### src/rtl/pbss_pkg.sv
package pbss_pkg;

  typedef enum logic [2:0] {
    ST_IDLE,
    ST_HOLD,
    ST_KICK,
    ST_SAFE,
    ST_RUN
  } seqState_e;

  // strobes from the control FSM to the counter datapath
  typedef struct packed {
    logic clrAll;     // enable low: return every counter to zero
    logic rampRun;    // advance the sink-limit ramp
    logic safeRun;    // advance the safe-startup window
    logic latchMode;  // window closes on this edge: capture the mode
    logic pgClr;      // restart the power-good delay
  } seqStrobe_t;

endpackage

### src/rtl/pbss_sat_counter.sv
module pbss_sat_counter #(
  parameter int LIMIT = 15,
  localparam int W = $clog2(LIMIT + 1)
) (
  input  logic         clk,
  input  logic         rstN,
  input  logic         clr,
  input  logic         inc,
  output logic [W-1:0] cnt,
  output logic         atLimit
);

  always_ff @(posedge clk or negedge rstN) begin
    if (!rstN)                              cnt <= '0;
    else if (clr)                           cnt <= '0;
    else if (inc && (cnt != W'(LIMIT)))     cnt <= cnt + 1'b1;
  end

  assign atLimit = (cnt == W'(LIMIT));

endmodule

### src/rtl/pbss_ctrl.sv
module pbss_ctrl
  import pbss_pkg::*;
(
  input  logic       clk,
  input  logic       rstN,
  input  logic       enable,
  input  logic       refAboveFb,
  input  logic       fbGood,
  input  logic       safeDone,
  output seqStrobe_t strobe,
  output logic       hsAllow,
  output logic       lsAllow,
  output logic       lsFirstPulse
);

  seqState_e state, stateNext;

  always_comb begin
    stateNext = state;
    if (!enable) begin
      stateNext = ST_IDLE;
    end else begin
      unique case (state)
        ST_IDLE: stateNext = ST_HOLD;
        ST_HOLD: if (refAboveFb) stateNext = ST_KICK;
        ST_KICK: stateNext = ST_SAFE;
        ST_SAFE: if (safeDone) stateNext = ST_RUN;
        ST_RUN:  stateNext = ST_RUN;
        default: stateNext = ST_IDLE;
      endcase
    end
  end

  always_ff @(posedge clk or negedge rstN) begin
    if (!rstN) state <= ST_IDLE;
    else       state <= stateNext;
  end

  always_comb begin
    strobe.clrAll    = !enable;
    strobe.rampRun   = enable && (state != ST_IDLE);
    strobe.safeRun   = enable && ((state == ST_KICK) || (state == ST_SAFE));
    strobe.latchMode = enable && (state == ST_SAFE) && safeDone;
    strobe.pgClr     = !enable || !fbGood;
  end

  assign lsFirstPulse = (state == ST_KICK);
  assign lsAllow      = (state == ST_KICK) || (state == ST_SAFE) || (state == ST_RUN);
  assign hsAllow      = (state == ST_SAFE) || (state == ST_RUN);


  hold_off_chk: assert property (@(posedge clk) disable iff (!rstN)
    (enable && (state == ST_HOLD) && !refAboveFb) |=> (!hsAllow && !lsAllow));


  kick_first_chk: assert property (@(posedge clk) disable iff (!rstN)
    $rose(hsAllow) |-> $past(lsFirstPulse));


  disable_off_chk: assert property (@(posedge clk) disable iff (!rstN)
    !enable |=> (!hsAllow && !lsAllow && !lsFirstPulse));

endmodule

### src/rtl/pbss_dpath.sv
module pbss_dpath
  import pbss_pkg::*;
#(
  parameter int SAFE_CYCLES = 4096,
  parameter int PG_DELAY    = 48,
  parameter int RAMP_STEP   = 32,
  parameter int RAMP_STEPS  = 4,
  parameter int CODE_W      = 4
) (
  input  logic              clk,
  input  logic              rstN,
  input  seqStrobe_t        strobe,
  input  logic              fbGood,
  input  logic              ilZero,
  input  logic              forceFpwm,
  output logic              safeDone,
  output logic              pwrGood,
  output logic              modeSkip,
  output logic [CODE_W-1:0] sinkCode
);

  localparam int SAFE_LIMIT = SAFE_CYCLES - 1;
  localparam int RAMP_LIMIT = RAMP_STEP * RAMP_STEPS;
  localparam int SAFE_W     = $clog2(SAFE_LIMIT + 1);
  localparam int PG_W       = $clog2(PG_DELAY + 1);
  localparam int RAMP_W     = $clog2(RAMP_LIMIT + 1);

  logic [SAFE_W-1:0] safeCnt;
  logic [PG_W-1:0]   pgCnt;
  logic [RAMP_W-1:0] rampCnt;
  logic              rampTop;

  pbss_sat_counter #(.LIMIT(SAFE_LIMIT)) safeCtr_i (
    .clk(clk), .rstN(rstN), .clr(strobe.clrAll), .inc(strobe.safeRun),
    .cnt(safeCnt), .atLimit(safeDone));

  pbss_sat_counter #(.LIMIT(PG_DELAY)) pgCtr_i (
    .clk(clk), .rstN(rstN), .clr(strobe.pgClr), .inc(1'b1),
    .cnt(pgCnt), .atLimit(pwrGood));

  pbss_sat_counter #(.LIMIT(RAMP_LIMIT)) rampCtr_i (
    .clk(clk), .rstN(rstN), .clr(strobe.clrAll), .inc(strobe.rampRun),
    .cnt(rampCnt), .atLimit(rampTop));

  // staged threshold: step k drives the lowest k+1 bits high
  always_comb begin
    int stepIdx;
    stepIdx = int'(rampCnt) / RAMP_STEP;
    if (rampTop || (stepIdx > RAMP_STEPS - 1)) stepIdx = RAMP_STEPS - 1;
    sinkCode = CODE_W'((1 << (stepIdx + 1)) - 1);
  end

  always_ff @(posedge clk or negedge rstN) begin
    if (!rstN)                 modeSkip <= 1'b0;
    else if (strobe.clrAll)    modeSkip <= 1'b0;
    else if (strobe.latchMode) modeSkip <= !forceFpwm && ilZero;
  end


  pg_needs_flag_chk: assert property (@(posedge clk) disable iff (!rstN)
    pwrGood |-> $past(fbGood));


  pg_restart_chk: assert property (@(posedge clk) disable iff (!rstN)
    !fbGood |=> (pgCnt == '0));


  safe_len_chk: assert property (@(posedge clk) disable iff (!rstN)
    strobe.latchMode |-> (safeCnt == SAFE_W'(SAFE_LIMIT)));


  forced_mode_chk: assert property (@(posedge clk) disable iff (!rstN)
    (strobe.latchMode && forceFpwm) |=> !modeSkip);


  ramp_mono_chk: assert property (@(posedge clk) disable iff (!rstN)
    strobe.rampRun |=> (sinkCode >= $past(sinkCode)));


  mode_hold_chk: assert property (@(posedge clk) disable iff (!rstN)
    (!strobe.latchMode && !strobe.clrAll) |=> $stable(modeSkip));

endmodule

### src/rtl/pbss_seq.sv
module pbss_seq
  import pbss_pkg::*;
#(
  parameter int SAFE_CYCLES = 4096,
  parameter int PG_DELAY    = 48,
  parameter int RAMP_STEP   = 32,
  parameter int RAMP_STEPS  = 4,
  parameter int CODE_W      = 4
) (
  input  logic              clk,
  input  logic              rstN,
  input  logic              enable,
  input  logic              refAboveFb,
  input  logic              fbGood,
  input  logic              ilZero,
  input  logic              forceFpwm,
  output logic              hsAllow,
  output logic              lsAllow,
  output logic              lsFirstPulse,
  output logic              pwrGood,
  output logic              modeSkip,
  output logic [CODE_W-1:0] sinkCode
);

  seqStrobe_t strobe;
  logic       safeDone;

  pbss_ctrl ctrl_i (
    .clk(clk), .rstN(rstN), .enable(enable), .refAboveFb(refAboveFb),
    .fbGood(fbGood), .safeDone(safeDone), .strobe(strobe),
    .hsAllow(hsAllow), .lsAllow(lsAllow), .lsFirstPulse(lsFirstPulse));

  pbss_dpath #(
    .SAFE_CYCLES(SAFE_CYCLES), .PG_DELAY(PG_DELAY), .RAMP_STEP(RAMP_STEP),
    .RAMP_STEPS(RAMP_STEPS), .CODE_W(CODE_W)
  ) dpath_i (
    .clk(clk), .rstN(rstN), .strobe(strobe), .fbGood(fbGood),
    .ilZero(ilZero), .forceFpwm(forceFpwm), .safeDone(safeDone),
    .pwrGood(pwrGood), .modeSkip(modeSkip), .sinkCode(sinkCode));

endmodule

### config.mk
export PLATFORM = sky130hd
export DESIGN_NAME = pbss_seq
export DESIGN_NICKNAME = d
export VERILOG_FILES = /design/src/rtl/pbss_pkg.sv /design/src/rtl/pbss_sat_counter.sv /design/src/rtl/pbss_ctrl.sv /design/src/rtl/pbss_dpath.sv /design/src/rtl/pbss_seq.sv
export SDC_FILE = /design/constraint.sdc
export NUM_CORES = 1
export LEC_CHECK = 0
export BUFFER_PORTS_ARGS = -buffer_cell sky130_fd_sc_hd__buf_2
export CAP_MARGIN = 20
export CORE_ASPECT_RATIO = 1.4
export CORE_UTILIZATION = 35
export CTS_BUF_LIST = sky130_fd_sc_hd__clkbuf_16
export CTS_CLUSTER_SIZE = 20
export DETAILED_ROUTE_END_ITERATION = 10
export PLACE_DENSITY_LB_ADDON = 0.3
export SLEW_MARGIN = 20
export SYNTH_ARGS = -nofsm -noshare
export SYNTH_HDL_FRONTEND = slang
export SYNTH_SLANG_ARGS = --single-unit
### constraint.sdc
create_clock -name clk -period 2.5 [get_ports clk]
set_clock_uncertainty 0.1 [all_clocks]
set_input_delay 0.25 -clock clk [delete_from_list [all_inputs] [get_ports clk]]
set_output_delay 0.25 -clock clk [all_outputs]
set_load 0.05 [all_outputs]
==> results.txt <==
outcome - finished clean
Synthesized Nets - 200
remaining antenna violation count after routing - 0
chip width - 62.0 µm
worst-margin pin slew - 669 ps
vias - 1,384
vias in the first global route - 1,417
Max Slew Vio Count - 0
most frequent cells in the layout - dfrtp_1 (29), nor2_1 (21), nand2_1 (15), buf_2 (14), a21oi_1 (13)
CTS H-tree depth - 2
First DRT Iteration DRCs - 19
CP max FO - 5
Final WS setup - 99.7 ps
#FFs+latches synth - 30
Hold Path Class - in2reg
CP max stage delay - 440 ps
Mapped Cells - 184
largest net degree at the start of global routing - 31
CP endpoint kind - output pin
Leak - 0.928 nW
Max Cap Viol - 0
Critical Path AT - 2050 ps
ANT cells - 0
DR pass1 iterations - 4
post-placement worst setup slack - 251 ps
die area - 5330 µm²
Final Routed Wirelength - 3530 µm
Max VDD drop - 523 µV
Synth Cell Area - 1760 µm²
Final Cycle Share - 0.960
final setup vio count - 0
critical path, cell by cell - or2_2 -> ha_1 -> nor2_1 -> nand2_1 -> ha_1 -> xor2_4 -> buf_6
CP Class - reg2out
IO buf count - 15
GRT overflow - 0
area occupied by multi-input gates - 956 µm²
FF/Latch Area - 752 µm²
Cell variety after synth - 45
post-route total power - 1.15 mW
Cells after DPL - 260
fmax - 417 MHz
antenna violations before repair - 0
GRT Total Usage - 0.155
TNS Setup - 0 ps
Top Ports - 16
CTS clock-pin slew for the worst setup and hold paths - 50 ps
FP Rows - 30
Residual DRC - 0
startpoint types - flop
routed vias/inst - 5.14
minimum clock period - 2400 ps
Mapped Avg Cell Area - 9.59 µm²
clock latency on the worst-skew pair - 270 ps
first-pass GRT wire length - 6280 µm
largest area contributor in the netlist - dfrtp_1
DP HPWL - 2540 µm
Syn. warnings - 0
Placer Congestion - 0.709
die height - 86.0 µm
CTS Root Cell - clkbuf_16
clk sinks - 30
clk buf depth - 2
core outline area - 4840 µm²
DR WL/cell - 13.1 µm
Hold Vio Cnt, Final - 0
Slowest-stage cell, CP - dfrtp_2
CTS tree - yes
Cell Count, Final, Fillers Out - 269
RSZ-0062 raised after global routing - no
Initial Utilization - 0.364
cell mode on critical path - ha_1
Area contributors post-synth - dfrtp_1 (43%), ha_1 (6.4%), nor2_1 (4.7%)
Nets - 220
layout cells sized above 1 - 0.166
sequential fraction of the synthesis area - 0.426
total CTS buffers - 5
setup bufs post-CTS - 0
Area Growth Syn to Fin - 17.3%
post-synth top area share - 0.426
Fillers - 475
Req. time, crit path - 2150 ps
commonest non-fill, non-tap cell in the layout - dfrtp_1
Max-slew headroom - 0.554
pwr/cell area - 558 nW/µm²
[report_power, final]
group	internal (mW)	switching, mW	total (mW)
registers	0.497	0.0176	0.515
logic	0.0311	0.0554	0.0865
clock network	0.358	0.195	0.553
total	0.887	0.268	1.15
[worst paths after layout]
| path | startpoint | endpoint | slack [ps] | depth (start not counted) |
|---|---|---|---|---|
| setup / recovery | dpath_i.rampCtr_i.cnt[7]$_DFFE_PN0P_ | sinkCode[2] | 100 | 7 |
| hold / removal | ilZero | dpath_i.modeSkip$_DFFE_PN0P_ | 160 | 3 |
| setup reg to reg | dpath_i.safeCtr_i.cnt[0]$_DFFE_PN0P_ | ctrl_i.state[0]$_DFFE_PN0P_ | 540 | 6 |
| hold reg to reg | dpath_i.pgCtr_i.cnt[5]$_DFFE_PN0P_ | dpath_i.pgCtr_i.cnt[5]$_DFFE_PN0P_ | 460 | 2 |
| max in group asynchronous | rstN | dpath_i.rampCtr_i.cnt[7]$_DFFE_PN0P_ | 1380 | 2 |
| min in group asynchronous | rstN | dpath_i.modeSkip$_DFFE_PN0P_ | 450 | 2 |
[critical path: cells and delay by family (launching register included)]
kind,cells,cell delay [ps]
flip-flops,1,440
adder cells (fa/ha/maj),2,470
XOR/XNOR,1,200
buffers and inverters,1,150
AND/OR/NAND/NOR,3,510
[final cells by class]
type | count | share of cell area
inverter | 10 | 0.0181
clock buffer | 5 | 0.0605
tap | 64 | 0.0387
multi-input combinational | 139 | 0.462
sequential | 30 | 0.363
clock inverter | 3 | 0.00605
timing repair buffer | 18 | 0.0514
[registers in the layout (all words and copies together) (netlist names)]
| signal | cells |
|---|---|
| dpath_i.pgCtr_i.cnt | 6 |
| dpath_i.rampCtr_i.cnt | 8 |
| dpath_i.modeSkip | 1 |
| ctrl_i.state | 3 |
| dpath_i.safeCtr_i.cnt | 12 |
[what timing repair did]
action | in CTS | in global routing
setup endpoints to repair | 1 | 1
hold buffers | 1 | 0
gates resized for setup | 2 | 3
endpoints found under the hold margin | 30 | 0
pin swaps | 0 | 0
[per-stage QoR]
step                utilization  instance area, µm²  hold WS [ps]
finish                    0.427                2070           161
global route              0.427                2070           175
CTS                       0.425                2060           163
detailed placement        0.394                1910           227
global placement          0.394                1910           237
floorplan                     -                1780          -146
[metal layers]
layer  global-route usage  share of wire
met5                    0              0
met4               0.0606          0.017
met1                0.188           0.44
met2                0.257           0.52
met3               0.0347          0.022
[synthesized netlist by cell type (all sizes together)]
cell type,number
o311a,1
clkinv,1
o21ai,5
mux2i,3
o31ai,7
ha,9
nand4,7
nand2,15
clkbuf,1
o41ai,1
nand3b,2
and3,1
nor4b,1
xnor2,4
or2,1
inv,9
o211ai,1
or4,6
nor4,2
and4,1
a31oi,1
nand2b,5
nand3,7
nor3,3
nand4bb,1
xor2,8
or2b,1
nor2,22
nor2b,1
or3,3
or3b,1
dfrtp,30
and3b,2
nand4b,2
buf,4
a21oi,14
a311oi,1
[cells by family (layout without fill, tap and decap cells)]
logic type / count (synthesis) / count (layout) / share of synthesized area
buffers and inverters: 15 / 36 / 0.0475
DFF: 30 / 30 / 0.426
adders and majority gates: 9 / 9 / 0.0638
and+or+nand+nor: 84 / 84 / 0.277
muxes: 3 / 3 / 0.0170
AOI/OAI and AO/OA: 31 / 31 / 0.109
xor gates and xnor gates: 12 / 12 / 0.0596
Note: power is estimated with default switching activity, not from simulation.
